<file path="config.mk">
export PLATFORM = sky130hd
export DESIGN_NAME = msi_src_ctl
export DESIGN_NICKNAME = d
export VERILOG_FILES = /design/src/rtl/msi_src_pkg.sv /design/src/rtl/msi_src_table.sv /design/src/rtl/msi_offer_engine.sv /design/src/rtl/msi_cfg_port.sv /design/src/rtl/msi_src_ctl.sv
export SDC_FILE = /design/constraint.sdc
export NUM_CORES = 1
export LEC_CHECK = 0
export CORE_ASPECT_RATIO = 0.5
export CORE_UTILIZATION = 45
export CTS_CLUSTER_DIAMETER = 40
export DETAILED_ROUTE_END_ITERATION = 8
export PLACE_DENSITY = 0.88
export SLEW_MARGIN = 20
export SYNTH_ARGS = -nofsm -noshare
export SYNTH_HDL_FRONTEND = slang
export SYNTH_HIERARCHICAL = 1
export SYNTH_SLANG_ARGS = --single-unit
</file>
<file path="constraint.sdc">
create_clock -name clk -period 7.05 [get_ports clk]
set_input_delay 1.41 -clock clk [delete_from_list [all_inputs] [get_ports clk]]
set_output_delay 1.41 -clock clk [all_outputs]
set_load 0.01 [all_outputs]
</file>
<file path="src/rtl/msi_src_pkg.sv">
package msi_src_pkg;

  localparam logic [31:0] ST_OK   = 32'h0000_0000;
  localparam logic [31:0] ST_ERR  = 32'hFFFF_FFFD;
  localparam logic [7:0]  PRIO_OFF = 8'hFF;

  function automatic logic num_ok(logic [31:0] n, int unsigned base, int unsigned cnt);
    return (n >= base) && (n < base + cnt);
  endfunction

  function automatic logic is_masked(logic [7:0] p);
    return p == PRIO_OFF;
  endfunction

  function automatic logic wr_ok(logic [31:0] n, logic [31:0] srv, logic [31:0] prio,
                                 int unsigned base, int unsigned cnt, int unsigned nsrv);
    return num_ok(n, base, cnt) && (srv < nsrv) && (prio <= 32'd255);
  endfunction

endpackage

</file>
<file path="src/rtl/msi_src_table.sv">
module msi_src_table
  import msi_src_pkg::*;
#(
  parameter int NUM_SRC = 8,
  parameter int SRV_W   = 2
) (
  input  logic                            clk,
  input  logic                            rst_n,
  input  logic [NUM_SRC-1:0]              fire_i,
  input  logic [NUM_SRC-1:0]              rej_hit_i,
  input  logic                            cfg_we_i,
  input  logic [((NUM_SRC>1)?$clog2(NUM_SRC):1)-1:0] cfg_idx_i,
  input  logic [SRV_W-1:0]                cfg_srv_i,
  input  logic [7:0]                      cfg_prio_i,
  input  logic [NUM_SRC-1:0]              issue_i,
  input  logic [NUM_SRC-1:0]              scan_clr_i,
  output logic [NUM_SRC-1:0]              want_o,
  output logic [NUM_SRC-1:0]              rejected_o,
  output logic [NUM_SRC-1:0]              mpend_o,
  output logic [NUM_SRC-1:0][7:0]         prio_o,
  output logic [NUM_SRC-1:0][SRV_W-1:0]   srv_o
);
  localparam int IDX_W = (NUM_SRC > 1) ? $clog2(NUM_SRC) : 1;

  for (genvar g = 0; g < NUM_SRC; g++) begin : g_src
    logic [7:0]       prio_q;
    logic [SRV_W-1:0] srv_q;
    logic             want_q, rej_q, mp_q;
    logic             hit, fire_m, fire_u, mp_any, want_keep;

    always_comb begin
      hit       = cfg_we_i && (cfg_idx_i == IDX_W'(g));
      fire_m    = fire_i[g] && is_masked(prio_q);
      fire_u    = fire_i[g] && !is_masked(prio_q);
      mp_any    = mp_q | fire_m;
      want_keep = (want_q & ~issue_i[g]) | fire_u;
    end

    always_ff @(posedge clk) begin
      if (!rst_n) begin
        prio_q <= PRIO_OFF;
        srv_q  <= '0;
        want_q <= 1'b0;
        rej_q  <= 1'b0;
        mp_q   <= 1'b0;
      end else begin
        rej_q <= (rej_q & ~scan_clr_i[g]) | rej_hit_i[g];
        if (hit) begin
          prio_q <= cfg_prio_i;
          srv_q  <= cfg_srv_i;
          if (is_masked(cfg_prio_i)) begin
            mp_q   <= mp_any | want_keep;
            want_q <= 1'b0;
          end else begin
            mp_q   <= 1'b0;
            want_q <= want_keep | mp_any;
          end
        end else begin
          mp_q   <= mp_any;
          want_q <= want_keep;
        end
      end
    end

    assign prio_o[g]     = prio_q;
    assign srv_o[g]      = srv_q;
    assign want_o[g]     = want_q;
    assign rejected_o[g] = rej_q;
    assign mpend_o[g]    = mp_q;

    a_r5_reject_sets_flag: assert property (@(posedge clk) disable iff (!rst_n)
      rej_hit_i[g] |=> rej_q);
    a_r4_no_want_when_masked: assert property (@(posedge clk) disable iff (!rst_n)
      want_q |-> !is_masked(prio_q));
    a_r4_masked_fire_remembered: assert property (@(posedge clk) disable iff (!rst_n)
      fire_i[g] && is_masked(prio_q) && !cfg_we_i |=> mp_q);
  end

endmodule

</file>
<file path="src/rtl/msi_offer_engine.sv">
module msi_offer_engine
  import msi_src_pkg::*;
#(
  parameter int NUM_SRC  = 8,
  parameter int SRV_W    = 2,
  parameter int NUM_BASE = 16
) (
  input  logic                          clk,
  input  logic                          rst_n,
  input  logic                          resend_i,
  input  logic [NUM_SRC-1:0]            want_i,
  input  logic [NUM_SRC-1:0]            rejected_i,
  input  logic [NUM_SRC-1:0][7:0]       prio_i,
  input  logic [NUM_SRC-1:0][SRV_W-1:0] srv_i,
  input  logic                          offer_ready_i,
  output logic [NUM_SRC-1:0]            issue_o,
  output logic [NUM_SRC-1:0]            scan_clr_o,
  output logic                          offer_valid_o,
  output logic [31:0]                   offer_num_o,
  output logic [7:0]                    offer_prio_o,
  output logic [SRV_W-1:0]              offer_server_o,
  output logic                          scan_busy_o
);
  localparam int IDX_W = (NUM_SRC > 1) ? $clog2(NUM_SRC) : 1;
  localparam logic [IDX_W-1:0] LAST_IDX = IDX_W'(NUM_SRC - 1);

  logic             valid_q, busy_q, slot_free, load, any_want;
  logic [IDX_W-1:0] scan_idx_q, pick_idx, load_idx;

  assign slot_free = !valid_q || offer_ready_i;
  assign any_want  = |want_i;

  always_comb begin
    pick_idx = '0;
    for (int k = NUM_SRC - 1; k >= 0; k--)
      if (want_i[k]) pick_idx = IDX_W'(k);
  end

  always_comb begin
    issue_o    = '0;
    scan_clr_o = '0;
    load       = 1'b0;
    load_idx   = pick_idx;
    if (slot_free) begin
      if (busy_q) begin
        load_idx = scan_idx_q;
        if (rejected_i[scan_idx_q]) begin
          scan_clr_o[scan_idx_q] = 1'b1;
          load = !is_masked(prio_i[scan_idx_q]);
        end
      end else if (any_want) begin
        issue_o[pick_idx] = 1'b1;
        load = 1'b1;
      end
    end
  end

  always_ff @(posedge clk) begin
    if (!rst_n) begin
      valid_q        <= 1'b0;
      busy_q         <= 1'b0;
      scan_idx_q     <= '0;
      offer_num_o    <= '0;
      offer_prio_o   <= '0;
      offer_server_o <= '0;
    end else begin
      if (load) begin
        valid_q        <= 1'b1;
        offer_num_o    <= 32'(load_idx) + 32'(NUM_BASE);
        offer_prio_o   <= prio_i[load_idx];
        offer_server_o <= srv_i[load_idx];
      end else if (offer_ready_i) begin
        valid_q <= 1'b0;
      end
      if (!busy_q) begin
        if (resend_i) begin
          busy_q     <= 1'b1;
          scan_idx_q <= '0;
        end
      end else if (slot_free) begin
        if (scan_idx_q == LAST_IDX) busy_q <= 1'b0;
        else scan_idx_q <= scan_idx_q + 1'b1;
      end
    end
  end

  assign offer_valid_o = valid_q;
  assign scan_busy_o   = busy_q;

  a_r6_hold_payload: assert property (@(posedge clk) disable iff (!rst_n)
    valid_q && !offer_ready_i |=> valid_q && $stable(offer_num_o)
      && $stable(offer_prio_o) && $stable(offer_server_o));
  a_r3_offer_unmasked: assert property (@(posedge clk) disable iff (!rst_n)
    valid_q |-> !is_masked(offer_prio_o));
  a_r1_offer_in_range: assert property (@(posedge clk) disable iff (!rst_n)
    valid_q |-> num_ok(offer_num_o, NUM_BASE, NUM_SRC));
  a_r6_scan_waits: assert property (@(posedge clk) disable iff (!rst_n)
    busy_q && valid_q && !offer_ready_i |=> busy_q && $stable(scan_idx_q));

endmodule

</file>
<file path="src/rtl/msi_cfg_port.sv">
module msi_cfg_port
  import msi_src_pkg::*;
#(
  parameter int NUM_SRC     = 8,
  parameter int NUM_SERVERS = 4,
  parameter int NUM_BASE    = 16,
  parameter int SRV_W       = 2
) (
  input  logic                          clk,
  input  logic                          rst_n,
  input  logic                          cfg_wr_i,
  input  logic                          cfg_rd_i,
  input  logic [31:0]                   cfg_num_i,
  input  logic [31:0]                   cfg_server_i,
  input  logic [31:0]                   cfg_prio_i,
  input  logic [NUM_SRC-1:0][7:0]       prio_i,
  input  logic [NUM_SRC-1:0][SRV_W-1:0] srv_i,
  output logic                          we_o,
  output logic [((NUM_SRC>1)?$clog2(NUM_SRC):1)-1:0] idx_o,
  output logic [SRV_W-1:0]              srv_o,
  output logic [7:0]                    prio_o,
  output logic                          done_o,
  output logic [31:0]                   status_o,
  output logic [31:0]                   rd_srv_o,
  output logic [7:0]                    rd_prio_o
);
  localparam int IDX_W = (NUM_SRC > 1) ? $clog2(NUM_SRC) : 1;

  logic num_valid, wr_good;
  logic [31:0] local_num;

  assign local_num = cfg_num_i - 32'(NUM_BASE);
  assign num_valid = num_ok(cfg_num_i, NUM_BASE, NUM_SRC);
  assign wr_good   = wr_ok(cfg_num_i, cfg_server_i, cfg_prio_i, NUM_BASE, NUM_SRC, NUM_SERVERS);
  assign we_o      = cfg_wr_i && wr_good;
  assign idx_o     = IDX_W'(local_num);
  assign srv_o     = SRV_W'(cfg_server_i);
  assign prio_o    = cfg_prio_i[7:0];

  always_ff @(posedge clk) begin
    if (!rst_n) begin
      done_o    <= 1'b0;
      status_o  <= ST_OK;
      rd_srv_o  <= '0;
      rd_prio_o <= '0;
    end else begin
      done_o    <= cfg_wr_i || cfg_rd_i;
      rd_srv_o  <= '0;
      rd_prio_o <= '0;
      if (cfg_wr_i) begin
        status_o <= wr_good ? ST_OK : ST_ERR;
      end else if (cfg_rd_i) begin
        status_o <= num_valid ? ST_OK : ST_ERR;
        if (num_valid) begin
          rd_srv_o  <= 32'(srv_i[idx_o]);
          rd_prio_o <= prio_i[idx_o];
        end
      end
    end
  end

  a_r7_done_next_cycle: assert property (@(posedge clk) disable iff (!rst_n)
    cfg_wr_i || cfg_rd_i |=> done_o);
  a_r7_status_code: assert property (@(posedge clk) disable iff (!rst_n)
    done_o |-> (status_o == ST_OK) || (status_o == ST_ERR));
  a_r8_bad_read_error: assert property (@(posedge clk) disable iff (!rst_n)
    cfg_rd_i && !cfg_wr_i && !num_valid |=> status_o == ST_ERR);

endmodule

</file>
<file path="src/rtl/msi_src_ctl.sv">
module msi_src_ctl
  import msi_src_pkg::*;
#(
  parameter int NUM_SRC     = 8,
  parameter int NUM_SERVERS = 4,
  parameter int NUM_BASE    = 16,
  localparam int SRV_W      = (NUM_SERVERS > 1) ? $clog2(NUM_SERVERS) : 1
) (
  input  logic               clk,
  input  logic               rst_n,
  input  logic [NUM_SRC-1:0] src_fire_i,
  output logic               offer_valid_o,
  input  logic               offer_ready_i,
  output logic [31:0]        offer_num_o,
  output logic [7:0]         offer_prio_o,
  output logic [SRV_W-1:0]   offer_server_o,
  input  logic               reject_valid_i,
  input  logic [31:0]        reject_num_i,
  input  logic               eoi_valid_i,
  input  logic [31:0]        eoi_num_i,
  input  logic               resend_i,
  output logic               scan_busy_o,
  input  logic               cfg_wr_i,
  input  logic               cfg_rd_i,
  input  logic [31:0]        cfg_num_i,
  input  logic [31:0]        cfg_server_i,
  input  logic [31:0]        cfg_prio_i,
  output logic               cfg_done_o,
  output logic [31:0]        cfg_status_o,
  output logic [31:0]        cfg_server_o,
  output logic [7:0]         cfg_prio_o
);
  localparam int IDX_W = (NUM_SRC > 1) ? $clog2(NUM_SRC) : 1;

  logic [NUM_SRC-1:0]            rej_hit, want, rejected, mpend, issue, scan_clr;
  logic [NUM_SRC-1:0][7:0]       prio;
  logic [NUM_SRC-1:0][SRV_W-1:0] srv;
  logic                          cfg_we;
  logic [IDX_W-1:0]              cfg_idx;
  logic [SRV_W-1:0]              cfg_srv;
  logic [7:0]                    cfg_prio;
  logic                          reject_ok;
  logic [31:0]                   reject_local;

  assign reject_ok    = reject_valid_i && num_ok(reject_num_i, NUM_BASE, NUM_SRC);
  assign reject_local = reject_num_i - 32'(NUM_BASE);

  for (genvar g = 0; g < NUM_SRC; g++) begin : g_rej
    assign rej_hit[g] = reject_ok && (IDX_W'(reject_local) == IDX_W'(g));
  end

  msi_cfg_port #(
    .NUM_SRC(NUM_SRC), .NUM_SERVERS(NUM_SERVERS), .NUM_BASE(NUM_BASE), .SRV_W(SRV_W)
  ) u_cfg (
    .clk, .rst_n, .cfg_wr_i, .cfg_rd_i, .cfg_num_i, .cfg_server_i, .cfg_prio_i,
    .prio_i(prio), .srv_i(srv),
    .we_o(cfg_we), .idx_o(cfg_idx), .srv_o(cfg_srv), .prio_o(cfg_prio),
    .done_o(cfg_done_o), .status_o(cfg_status_o),
    .rd_srv_o(cfg_server_o), .rd_prio_o(cfg_prio_o)
  );

  msi_src_table #(.NUM_SRC(NUM_SRC), .SRV_W(SRV_W)) u_tab (
    .clk, .rst_n, .fire_i(src_fire_i), .rej_hit_i(rej_hit),
    .cfg_we_i(cfg_we), .cfg_idx_i(cfg_idx), .cfg_srv_i(cfg_srv), .cfg_prio_i(cfg_prio),
    .issue_i(issue), .scan_clr_i(scan_clr),
    .want_o(want), .rejected_o(rejected), .mpend_o(mpend), .prio_o(prio), .srv_o(srv)
  );

  msi_offer_engine #(.NUM_SRC(NUM_SRC), .SRV_W(SRV_W), .NUM_BASE(NUM_BASE)) u_eng (
    .clk, .rst_n, .resend_i, .want_i(want), .rejected_i(rejected),
    .prio_i(prio), .srv_i(srv), .offer_ready_i,
    .issue_o(issue), .scan_clr_o(scan_clr),
    .offer_valid_o, .offer_num_o, .offer_prio_o, .offer_server_o, .scan_busy_o
  );

  a_r9_eoi_inert: assert property (@(posedge clk) disable iff (!rst_n)
    eoi_valid_i && num_ok(eoi_num_i, NUM_BASE, NUM_SRC) && !reject_valid_i && !scan_busy_o
      |=> $stable(rejected));
  a_r4_pending_only_masked: assert property (@(posedge clk) disable iff (!rst_n)
    (mpend & ~want) == mpend);

endmodule

</file>
# Word-level counts from Yosys, hierarchy flattened
# Index checks and enable logic that the tools add are counted.
[totals]
in_bits = 176
register_bits = 224
elab_cells = 304
[classes]
bitwise = 67
eq_ne = 27
addsub = 4
reduce_logical = 61
magnitude_cmp = 12
mux = 82
[op_table]
columns = ["operator", "n"]
rows = [
  ["two-way mux 32 bit", 4],
  ["equality test 8 bit (second input constant)", 10],
  ["binary-select mux 8 bit (select 3 bit)", 3],
  ["two-way mux 8 bit", 9],
  [">= comparator 32 x 5 -> 1 bit (second input constant)", 2],
  ["less-than comparator 32 x 5 -> 1 bit (second input constant)", 2],
  ["two-way mux 1 bit", 45],
  ["two-way mux 3 bit", 14],
  ["logical AND 1 bit", 40],
  ["<= comparator 32 x 8 -> 1 bit (second input constant)", 1],
  ["less-than comparator 32 x 3 -> 1 bit (second input constant)", 1],
  ["bitwise OR 1 bit", 32],
  ["equality test 3 bit (second input constant)", 9],
  ["inverter 1 bit", 19],
  ["AND 1 bit", 16],
  ["less-than comparator 3 x 4 -> 1 bit (second input constant)", 4],
  ["binary-select mux 2 bit (select 3 bit)", 2],
  ["equality test 3 x 2 -> 1 bit (second input constant)", 4],
  ["logical NOT 1 bit", 10],
  ["OR reduction 8 bit", 1],
  ["adder 3 x 5 -> 6 bit (second input constant)", 1],
  ["demux 1 bit (select 3 bit)", 2],
  ["equality test 3 x 1 -> 1 bit (second input constant)", 2],
  [">= comparator 3 x 1 -> 1 bit (second input constant)", 2],
  ["other kinds (11)", 18],
]

# Depth between registers and ports, before layout
# Gate-level depths: netlist of run 1.
[logic_depth]
ltp_word = 21
depth_mapped = 12
depth_no_buf = 8

# By module
# The synthesis of run 1 kept the hierarchy.
[modules_own_cells]
columns = ["module", "cells_each", "n_inst", "seq_area_each_um2", "area_per_inst_um2"]
rows = [
  ["msi_src_table", 535, 1, 2082.0, 4316.6],
  ["msi_offer_engine", 353, 1, 380.4, 2600.0],
  ["msi_cfg_port", 173, 1, 240.2, 1687.9],
  ["msi_src_ctl", 23, 1, 0.0, 170.2],
]

# Worst setup path before layout of run 1
# Ideal clock, no wire load.
[synth_timing]
path_kind = "input-to-reg"
startpoint = "in offer_ready_i"
endpoint = "reg u_eng.offer_prio_o[4]"
arrival_ps = 3308
path_slack_ps = 3671
setup_time_ps = 71
stages = 10
n_path_buf = 3
required_ps = 6979
cell_sequence = "nand2b_1 > buf_2 > and2_1 > buf_6 > a22oi_4 > buf_6 > mux2i_1 > a22o_1 > or4_1 > a21oi_1"
[synth_via]
elab_chain_len = 4
[synth_lines]
columns = ["item", "line", "rtl"]
rows = [
  ["start, declared", "msi_src_ctl.sv:13", "input logic offer_ready_i,"],
  ["logical OR 1 bit (*)", "msi_offer_engine.sv:30", "assign slot_free = !valid_q || offer_ready_i;"],
  ["two-way mux 3 bit", "msi_offer_engine.sv:44", "if (slot_free) begin"],
  ["binary-select mux 8 bit (select 3 bit)", "msi_offer_engine.sv:70", "offer_prio_o <= prio_i[load_idx];"],
  ["two-way mux 8 bit (not written as such)", "msi_offer_engine.sv:70", ""],
  ["end signal, assigned", "msi_offer_engine.sv:70", ""],
  ["end, declared", "msi_offer_engine.sv:20", "output logic [7:0] offer_prio_o,"],
]
# Every way passes the cells marked *; elsewhere a longest branch is shown, timed or not. The select of a mux whose other input is x is not followed.
# A chain may end at the register's enable or synchronous reset.

# Worst setup path after layout of run 1
[layout_timing]
startpoint = "in cfg_wr_i"
endpoint = "reg u_tab.g_src[5].want_q"
[layout_via]
elab_chain_len = 3
[layout_lines]
columns = ["item", "line", "rtl"]
rows = [
  ["start, declared", "msi_src_ctl.sv:23", "input logic cfg_wr_i,"],
  ["logical AND 1 bit", "msi_cfg_port.sv:35", "assign we_o = cfg_wr_i && wr_good;"],
  ["net cfg_we", "msi_src_ctl.sv:38", "logic cfg_we;"],
  ["logical AND 1 bit", "msi_src_table.sv:32", "hit = cfg_we_i && (cfg_idx_i == IDX_W'(g));"],
  ["two-way mux 1 bit", "msi_src_table.sv:48", "if (hit) begin"],
  ["end signal, assigned", "msi_src_table.sv:56", "want_q <= want_keep | mp_any;"],
  ["end signal, assigned", "msi_src_table.sv:60", "want_q <= want_keep;"],
  ["end, declared", "msi_src_table.sv:28", "logic want_q, rej_q, mp_q;"],
]
# The timed path passes the listed nets, and every way through them passes these cells.

==> results of run 1 <==
## sequential cells by signal (all words and copies together) (netlist names), 2 cells and up
register	flops
u_cfg/rd_prio_o	8
u_cfg/rd_srv_o	2
u_eng/offer_num_o	4
u_eng/offer_prio_o	8
u_eng/offer_server_o	2
u_eng/scan_idx_q	3
u_tab/g_src.mp_q	8
u_tab/g_src.prio_q	64
u_tab/g_src.rej_q	8
u_tab/g_src.srv_q	16
u_tab/g_src.want_q	8
## final timing paths
path,endpoint
worst max-delay path,u_tab/g_src[5].want_q
worst min-delay path,u_eng/offer_prio_o[3]
worst max register to register,u_eng/offer_prio_o[6]
worst min register to register,u_eng/offer_prio_o[3]
## per-layer routing
| metal | up-vias | global-route usage | routed length (um) | part of all wire |
|---|---|---|---|---|
| met1 | 4056 | 0.355 | 10700 | 0.36 |
| met4 | 0 | 0.145 | 1210 | 0.041 |
| met2 | 750 | 0.473 | 13700 | 0.46 |
| met3 | 115 | 0.0709 | 4060 | 0.14 |
| li1 | 3892 | - | - | - |
| met5 | - | 0 | 0 | 0 |
## placed cells by master, fill, tap and decap left out, types with 6 or more instances in the layout
master	count
a2111oi_0	6
a211o_1	9
a211oi_1	11
a21oi_1	41
a22o_1	9
and3_1	24
buf_4	6
clkbuf_16	17
clkdlybuf4s50_1	197
conb_1	59
dfxtp_1	135
inv_1	26
mux2i_1	32
mux4_2	23
nand2_1	187
nand2b_1	9
nand3_1	80
nand4_1	30
nor2_1	45
nor2b_1	13
nor3_1	16
nor4_1	28
nor4_2	6
o2111a_1	8
o211ai_1	11
o21ai_0	44
or4_1	10
## per-stage QoR
step                hold WS [ns]  setup WS (ns)  power [mW]
floorplan                  0.443           3.67       0.941
global placement           0.442           2.20        1.02
detailed placement         0.448           2.15        1.02
CTS                        0.459           2.51        1.94
global route               0.481           2.18        1.99
finish                     0.458           2.43        1.94
## layout make-up
class,count,share of cell area
flip-flops and latches,135,0.254
repair buffers,206,0.191
multi-input cells,778,0.458
well taps,259,0.0304
clock inverters,14,0.0170
clock buffers,18,0.0403
inverters,27,0.00951
## power by group
group	total (mW)	switching, mW	internal [mW]	leakage (nW)
Combinational	0.237	0.114	0.123	2.94
Sequential	0.777	0.00891	0.768	1.09
Clock	0.931	0.392	0.539	0.297
## worst register-to-register path, stage by stage (launching register included)
cell      delay [ns]
dfxtp_1         0.99
inv_1           0.39
a211o_1         0.34
o311ai_0        0.10
a21oi_1         0.24
a31o_4          0.40
or4_1           0.68
a21oi_1         0.19
==> reports/results.ini, run 1 <==
[layout]
final_cells = 1437
fillers = 1601
regArea_mm2 = 0.00270
multi_input_area_mm2 = 0.00488
layout-drive-gt1-share = 0.0789
finish.utilization = 0.570
antenna_cells = 0
stdcell_area_mm2 = 0.0107
num-nets-final = 1343
area_growth_pct = 22.3

[global_route]
gr-usage-all-layers = 0.288
grt-ovfl-total = 0
grt_start_max_net_pins = 61
grt_pass1_vias = 8182
grt_first_pass_wirelength_um = 44000
antenna_found_initial = 0

[worst_setup_path]
cp_cell_sequence = clkdlybuf4s50_1 > nor4b_1 > nand4_1 > nor4_1 > and2_1 > and4b_1 > a211oi_1 > a2111oi_0
cp-end-kind = flop
crit_required_ns = 7.32
crit_path_start = cfg_wr_i
worst_setup_path_start_kind = primary input
cp_slowest_cell = and4b_1
max_stage_delay_ns = 0.76
worst-path-stages = 8
r2r_slack_ns = 3.64
r2r-start = u_eng/scan_idx_q[1]
crit_type = in2reg
crit_fanout = 16
cp.arrival_ns = 4.88
rr_worst_depth = 7
critPathTopFamily = simple AND/OR/NAND/NOR gates
path_buf_inv = 1

[sta]
setup_viol = 0
max_freq_mhz = 217
period_share = 0.655
totalNegativeSetupSlack_ns = 0
hold_viol_final = 0
period_needed_ns = 4.62
fin_skew_ns = 0.0149
slew_headroom = 0.250
rsz0062_at_grt = false
maxSlewViolCount = 0
tightest_slew_ns = 1.12

[hold_path]
min-delay-start = u_eng/offer_prio_o[3]
hold_path_class = reg2reg
hold_depth = 2

[clock_network]
cts_buffer_depth = 2
cts_resized = 0
cts_tree = built
htreeDepth = 4
postCtsHoldBufs = 0
cts_sinks = 135
insertion_delay_ns = 0.42
cts_buffers = 17
root_buffer = clkbuf_16
clkTransAtPathRegs_ns = 0.06
post_cts_buffers = 0

[run]
drv_cap = 0

[placed_design]
port_buffers = 200
dp_hpwl_um = 20800
placed_cell_area_mm2 = 0.0100
gp_congestion = 1.03
dp_cells = 1405

[power_and_ir_drop]
powerDensity_mw_per_mm2 = 183
ir_drop_mv = 0.120
leakagePower_nw = 4.33

[floorplan]
die_w_um = 199
dieArea_mm2 = 0.0200
die_y_um = 100
ios = 293
start_util = 0.466
num_rows = 35
coreArea_mm2 = 0.0187

[synth]
yosys_warnings = 6
syn_area_mm2 = 0.00871
avgSynthCellArea_um2 = 8.10
syn-instance-count = 1076

[route]
firstDrtPassIters = 8
dr.first_iter.drc_count = 1349
viasPerCell = 6.13
wl_per_cell_um = 20.7
drc = 0
antenna_left = 0
vias = 8813
routed_wl_um = 29700

[run_status]
status = finished clean

(Power assumes the default switching activity.)
==> run 2, diff against run 1 <==
Clock period 7.05 ns to 4.3 ns, I/O delays scaled along.
==> run 2 against run 1 <==
  * Final cell count grew 2.0%
  * Design area grew 1.8%
  * Critical path type unchanged
  * Sequential power grew 65%
  * Largest cell class unchanged
  * Via count grew 1.8%
  * Hold slack lost 0.0050 ns
==> reports/results.ini, run 2 (synthesis gave the netlist of run 1 again) <==
[run_status]
status = finished clean  ; unchanged

[power_and_ir_drop]
powerDensity_mw_per_mm2 = 289  ; was 183 mW/mm2
ir_drop_mv = 0.214  ; was 0.120 mV
finalPower_mw = 3.14  ; was 1.94 mW
leakagePower_nw = 4.45  ; was 4.33 nW

[route]
vias = 8970  ; was 8,813
dr.first_iter.drc_count = 1365  ; was 1,349
antenna_left = 0  ; unchanged
firstDrtPassIters = 7  ; was 8
routed_wl_um = 30000  ; was 29,700 um
wl_per_cell_um = 20.5  ; was 20.7 um
drc = 0  ; unchanged
viasPerCell = 6.12  ; was 6.13

[worst_setup_path]
max_stage_delay_ns = 0.88  ; was 0.76 ns
worst_setup_path_start_kind = primary input  ; unchanged
cp_cell_sequence = clkdlybuf4s50_1 > nor4_1 > nand4_1 > nor4_1 > and2_1 > or4b_2 > o2111a_1  ; was clkdlybuf4s50_1 > nor4b_1 > nand4_1 > nor4_1 > and2_1 > and4b_1 > a211oi_1 > a2111oi_0
cp_slowest_cell = or4b_2  ; was and4b_1
crit_required_ns = 4.62  ; was 7.32 ns
crit_top_cell = nor4_1
r2r-end = u_eng/offer_prio_o[5]  ; was u_eng/offer_prio_o[6]
r2r-start = u_eng/scan_idx_q[0]  ; was u_eng/scan_idx_q[1]
cp.arrival_ns = 3.91  ; was 4.88 ns
crit_type = in2reg  ; unchanged
crit_fanout = 12  ; was 16
r2r_slack_ns = 0.90  ; was 3.64 ns
rr_worst_depth = 7  ; unchanged
cp-end-kind = flop  ; unchanged

[sta]
layout_setup_ws_ns = 0.714  ; was 2.43 ns
period_share = 0.834
whs_ns = 0.453  ; was 0.458 ns
rsz0062_at_grt = false  ; unchanged
max_freq_mhz = 279
period_needed_ns = 3.59
setup_viol = 0  ; unchanged
slew_headroom = 0.309  ; was 0.250
fin_skew_ns = 0.0132  ; was 0.0149 ns
maxSlewViolCount = 0  ; unchanged
hold_viol_final = 0  ; unchanged
totalNegativeSetupSlack_ns = 0  ; unchanged
tightest_slew_ns = 1.04  ; was 1.12 ns

[clock_network]
root_buffer = clkbuf_16  ; unchanged
cts_sinks = 135  ; unchanged
htreeDepth = 4  ; unchanged
clkTransAtPathRegs_ns = 0.07  ; was 0.06 ns
cts_tree = built  ; unchanged
insertion_delay_ns = 0.43  ; was 0.42 ns
cts_buffer_depth = 2  ; unchanged
cts_resized = 0  ; unchanged
cts_buffers = 17  ; unchanged
post_cts_buffers = 0  ; unchanged
postCtsHoldBufs = 0  ; unchanged

[hold_path]
min-delay-start = u_eng/offer_server_o[1]  ; was u_eng/offer_prio_o[3]
hold_depth = 2  ; unchanged
hold_path_end = u_eng/offer_server_o[1]  ; was u_eng/offer_prio_o[3]
hold_path_class = reg2reg  ; unchanged

[floorplan]
die_w_um = 199  ; unchanged
num_rows = 35  ; unchanged
dieArea_mm2 = 0.0200  ; unchanged
ios = 293  ; unchanged
coreArea_mm2 = 0.0187  ; unchanged
start_util = 0.466  ; unchanged
die_y_um = 100  ; unchanged

[layout]
final_cell_mix = clkdlybuf4s50_1 (198), nand2_1 (187), dfxtp_1 (135), nand3_1 (80), conb_1 (59)  ; was clkdlybuf4s50_1 (197), nand2_1 (187), dfxtp_1 (135), nand3_1 (80), conb_1 (59)
final_cells = 1466  ; was 1,437
finish.utilization = 0.580  ; was 0.570
multi_input_area_mm2 = 0.00488  ; about the same
mostFrequentLayoutCell = clkdlybuf4s50_1  ; unchanged
fillers = 1585  ; was 1,601
largestRegisters = u_tab/g_src.prio_q x64, u_tab/g_src.srv_q x16  ; unchanged
regArea_mm2 = 0.00270  ; unchanged
num-nets-final = 1372  ; was 1,343
antenna_cells = 0  ; unchanged
largest_register_ffs = 64  ; unchanged
layout-drive-gt1-share = 0.100  ; was 0.0789
area_growth_pct = 24.4  ; was 22.3%
stdcell_area_mm2 = 0.0108  ; was 0.0107 mm2
regMostFlops = u_tab/g_src.prio_q  ; unchanged

[global_route]
grt_start_max_net_pins = 64  ; was 61
gr-usage-all-layers = 0.292  ; was 0.288
grt_first_pass_wirelength_um = 44700  ; was 44,000 um
antenna_found_initial = 0  ; unchanged
grt-ovfl-total = 0  ; unchanged
grt_pass1_vias = 8105  ; was 8,182

[placed_design]
dp_cells = 1434  ; was 1,405
dp_hpwl_um = 21800  ; was 20,800 um
gp_congestion = 1.03  ; about the same
port_buffers = 200  ; unchanged
placed_cell_area_mm2 = 0.0103  ; was 0.0100 mm2
pre_cts_slack_ns = 0.339  ; was 2.15 ns

[run]
drv_cap = 0  ; unchanged

-- run 2: worst max-delay path by stage --
stage	from	slack [ns]	cells past startpoint	endpoint
floorplan	offer_ready_i	1.47	10	u_eng/offer_prio_o[4]
global placement	cfg_wr_i	0.31	7	u_tab/g_src[0].mp_q
detailed placement	cfg_wr_i	0.34	7	u_tab/g_src[0].mp_q
CTS	cfg_wr_i	0.76	7	u_tab/g_src[0].mp_q
global route	cfg_wr_i	0.46	9	u_tab/g_src[0].want_q
finish	cfg_server_i[26]	0.71	7	u_tab/g_src[0].mp_q
-- run 2: worst max-delay path, delay by kind of cell --
kind / cells / cell delay (ns)
simple gates: 5 / 2.32
buf+inv: 1 / 0.40
compound gates: 1 / 0.32
-- run 2: cell type report --
cell class	count	share of cell area
inverters	27	0.00935
well taps	259	0.0299
clock inverters	14	0.0144
flip-flops and latches	135	0.249
multi-input cells	778	0.450
clock buffers	18	0.0396
repair buffers	235	0.208
-- run 2: power breakdown --
| group | internal (mW) | leakage (nW) | switching, mW |
|---|---|---|---|
| sequential | 1.26 | 1.09 | 0.0207 |
| combinational | 0.207 | 3.08 | 0.183 |
| clock | 0.823 | 0.281 | 0.645 |
-- run 2: per-layer routing --
layer	vias to the layer above	part of all wire	GRT usage
li1	3943	-	-
met1	4127	0.37	0.379
met2	762	0.44	0.464
met3	138	0.14	0.0682
met4	0	0.046	0.134
met5	-	0	0
==> run 3, diff against run 2 <==
Clock period 4.3 ns to 3.5 ns, I/O delays scaled along.
==> run 3 against run 2 <==
  * Sequential cell count did not move
  * Die area did not move
  * Final cell count rose by 1.8%
  * Hold slack improved by 0.0023 ns
  * Wire length rose by 6.0%
  * Non-clock buffer count rose by 25
  * Total power rose by 26%
  * Sequential share of layout area fell by 0.60 points
  * Via count rose by 2.0%
==> reports/results.ini, run 3 (synthesis gave the netlist of run 1 again) <==
[run_status]
status = finished clean  ; unchanged

[worst_setup_path]
rr_worst_depth = 7  ; unchanged
path_buf_inv = 4  ; was 1
crit_path_start = cfg_server_i[24]  ; was cfg_server_i[26]
worst_setup_path_start_kind = primary input  ; unchanged
cp-end-kind = flop  ; unchanged
cp_cell_sequence = clkdlybuf4s50_1 > nor4_1 > nand4_1 > nor4_1 > buf_4 > and2_1 > buf_4 > and4_1 > a211oi_1 > a2111oi_1 > buf_4  ; was clkdlybuf4s50_1 > nor4_1 > nand4_1 > nor4_1 > and2_1 > or4b_2 > o2111a_1
crit_required_ns = 3.86  ; was 4.62 ns
r2r_slack_ns = 0.27  ; was 0.90 ns
endpoint = u_tab/g_src[7].want_q  ; was u_tab/g_src[0].mp_q
crit_fanout = 12  ; unchanged
r2r-end = u_eng/offer_server_o[0]  ; was u_eng/offer_prio_o[5]
critPathTopFamily = simple AND/OR/NAND/NOR gates  ; unchanged
cp.arrival_ns = 3.62  ; was 3.91 ns
crit_top_cell = buf_4  ; was nor4_1
max_stage_delay_ns = 0.49  ; was 0.88 ns
cp_slowest_cell = a2111oi_1  ; was or4b_2
worst-path-stages = 11  ; was 7
crit_type = in2reg  ; unchanged
r2r-start = u_eng/scan_idx_q[1]  ; was u_eng/scan_idx_q[0]

[route]
firstDrtPassIters = 6  ; was 7
dr.first_iter.drc_count = 1268  ; was 1,365
drc = 0  ; unchanged
routed_wl_um = 31800  ; was 30,000 um
viasPerCell = 6.13  ; was 6.12
antenna_left = 0  ; unchanged
vias = 9149  ; was 8,970
wl_per_cell_um = 21.3  ; was 20.5 um

[layout]
final_cell_mix = clkdlybuf4s50_1 (198), nand2_1 (187), dfxtp_1 (135), nand3_1 (80), conb_1 (59)  ; unchanged
largest_register_ffs = 64  ; unchanged
regArea_mm2 = 0.00270  ; unchanged
final_cells = 1492  ; was 1,466
mostFrequentLayoutCell = clkdlybuf4s50_1  ; unchanged
largestRegisters = u_tab/g_src.prio_q x64, u_tab/g_src.srv_q x16  ; unchanged
multi_input_area_mm2 = 0.00488  ; about the same
stdcell_area_mm2 = 0.0111  ; was 0.0108 mm2
layout-drive-gt1-share = 0.119  ; was 0.100
regMostFlops = u_tab/g_src.prio_q  ; unchanged
fillers = 1607  ; was 1,585
area_growth_pct = 27.5  ; was 24.4%
num-nets-final = 1397  ; was 1,372

[floorplan]
die_y_um = 100  ; unchanged
coreArea_mm2 = 0.0187  ; unchanged
ios = 293  ; unchanged
num_rows = 35  ; unchanged
die_w_um = 199  ; unchanged
start_util = 0.466  ; unchanged
dieArea_mm2 = 0.0200  ; unchanged

[placed_design]
gp_congestion = 0.995  ; was 1.03
dp_hpwl_um = 23200  ; was 21,800 um
pre_cts_slack_ns = -0.168  ; was 0.339 ns
placed_cell_area_mm2 = 0.0105  ; was 0.0103 mm2
port_buffers = 200  ; unchanged
dp_cells = 1459  ; was 1,434

[global_route]
grt_pass1_vias = 8397  ; was 8,105
grt-ovfl-total = 0  ; unchanged
grt_start_max_net_pins = 41  ; was 64
antenna_found_initial = 1  ; was 0
gr-usage-all-layers = 0.307  ; was 0.292
grt_first_pass_wirelength_um = 46800  ; was 44,700 um

[sta]
slew_headroom = 0.317  ; was 0.309
hold_viol_final = 0  ; unchanged
tightest_slew_ns = 1.02  ; was 1.04 ns
setup_viol = 0  ; unchanged
whs_ns = 0.455  ; was 0.453 ns
maxSlewViolCount = 0  ; unchanged
fin_skew_ns = 0.0116  ; was 0.0132 ns
max_freq_mhz = 307
layout_setup_ws_ns = 0.238  ; was 0.714 ns
period_share = 0.932
rsz0062_at_grt = false  ; unchanged
period_needed_ns = 3.26

[clock_network]
root_buffer = clkbuf_16  ; unchanged
clkTransAtPathRegs_ns = 0.06  ; was 0.07 ns
cts_buffer_depth = 2  ; unchanged
htreeDepth = 4  ; unchanged
cts_sinks = 135  ; unchanged
insertion_delay_ns = 0.42  ; was 0.43 ns
cts_tree = built  ; unchanged
cts_buffers = 17  ; unchanged

[power_and_ir_drop]
finalPower_mw = 3.94  ; was 3.14 mW
leakagePower_nw = 4.61  ; was 4.45 nW
powerDensity_mw_per_mm2 = 355  ; was 289 mW/mm2
ir_drop_mv = 0.292  ; was 0.214 mV

[hold_path]
min-delay-start = u_eng/offer_prio_o[1]  ; was u_eng/offer_server_o[1]
hold_path_class = reg2reg  ; unchanged

[run]
drv_cap = 0  ; unchanged

-- run 3: changes by cell type in the layout (fill, tap and decap cells not counted), moves of 2 or more --
cell	delta
clkbuf_8	+2
buf_4	+21
clkinv_4	+2
buf_12	+4
-- run 3: routing by layer --
layer	vias to the layer above	wire length, um	track usage
li1	3990	-	-
met1	4330	11900	0.387
met2	707	14500	0.503
met3	122	4090	0.0736
met4	0	1340	0.134
met5	-	0	0
-- run 3: cell type report --
class | instances | area share
multi-input cells | 778 | 0.439
flip-flops and latches | 135 | 0.243
repair buffers | 260 | 0.224
clock buffers | 19 | 0.0408
well taps | 259 | 0.0292
clock inverters | 13 | 0.0144
inverters | 27 | 0.00912
diodes | 1 | 0.000225
-- run 3: timing repair --
| item | CTS | global route |
|---|---|---|
| gates resized for setup | 0 | 1 |
| hold buffers | 0 | 0 |
| setup endpoints to repair | 0 | 1 |
| buffers inserted | 0 | 0 |
-- run 3: report_power, final --
part | total [mW] | switching [mW] | internal, mW
Combinational | 0.502 | 0.235 | 0.267
Sequential | 1.57 | 0.0232 | 1.55
Clock | 1.87 | 0.760 | 1.11
Total | 3.94 | 1.02 | 2.93
-- run 3: metrics by stage --
step,setup TNS [ns],util
finish,0,0.594
global route,0,0.594
CTS,0,0.594
detailed placement,-0.887,0.561
global placement,-0.258,0.561
floorplan,0,-
-- run 3: worst min path at each step --
stage | endpoint | depth (start not counted)
floorplan | u_tab/g_src[2].srv_q[0] | 2
global placement | u_eng/offer_prio_o[4] | 2
detailed placement | u_eng/offer_prio_o[5] | 2
CTS | u_eng/offer_prio_o[5] | 2
global route | u_eng/offer_prio_o[5] | 2
finish | u_eng/offer_prio_o[1] | 2
-- run 3: worst register-to-register path, delay by kind of cell, from the launching register on --
kind            cells  cell delay (ns)
compound gates      2             0.51
flops               1             0.90
simple gates        5             1.74
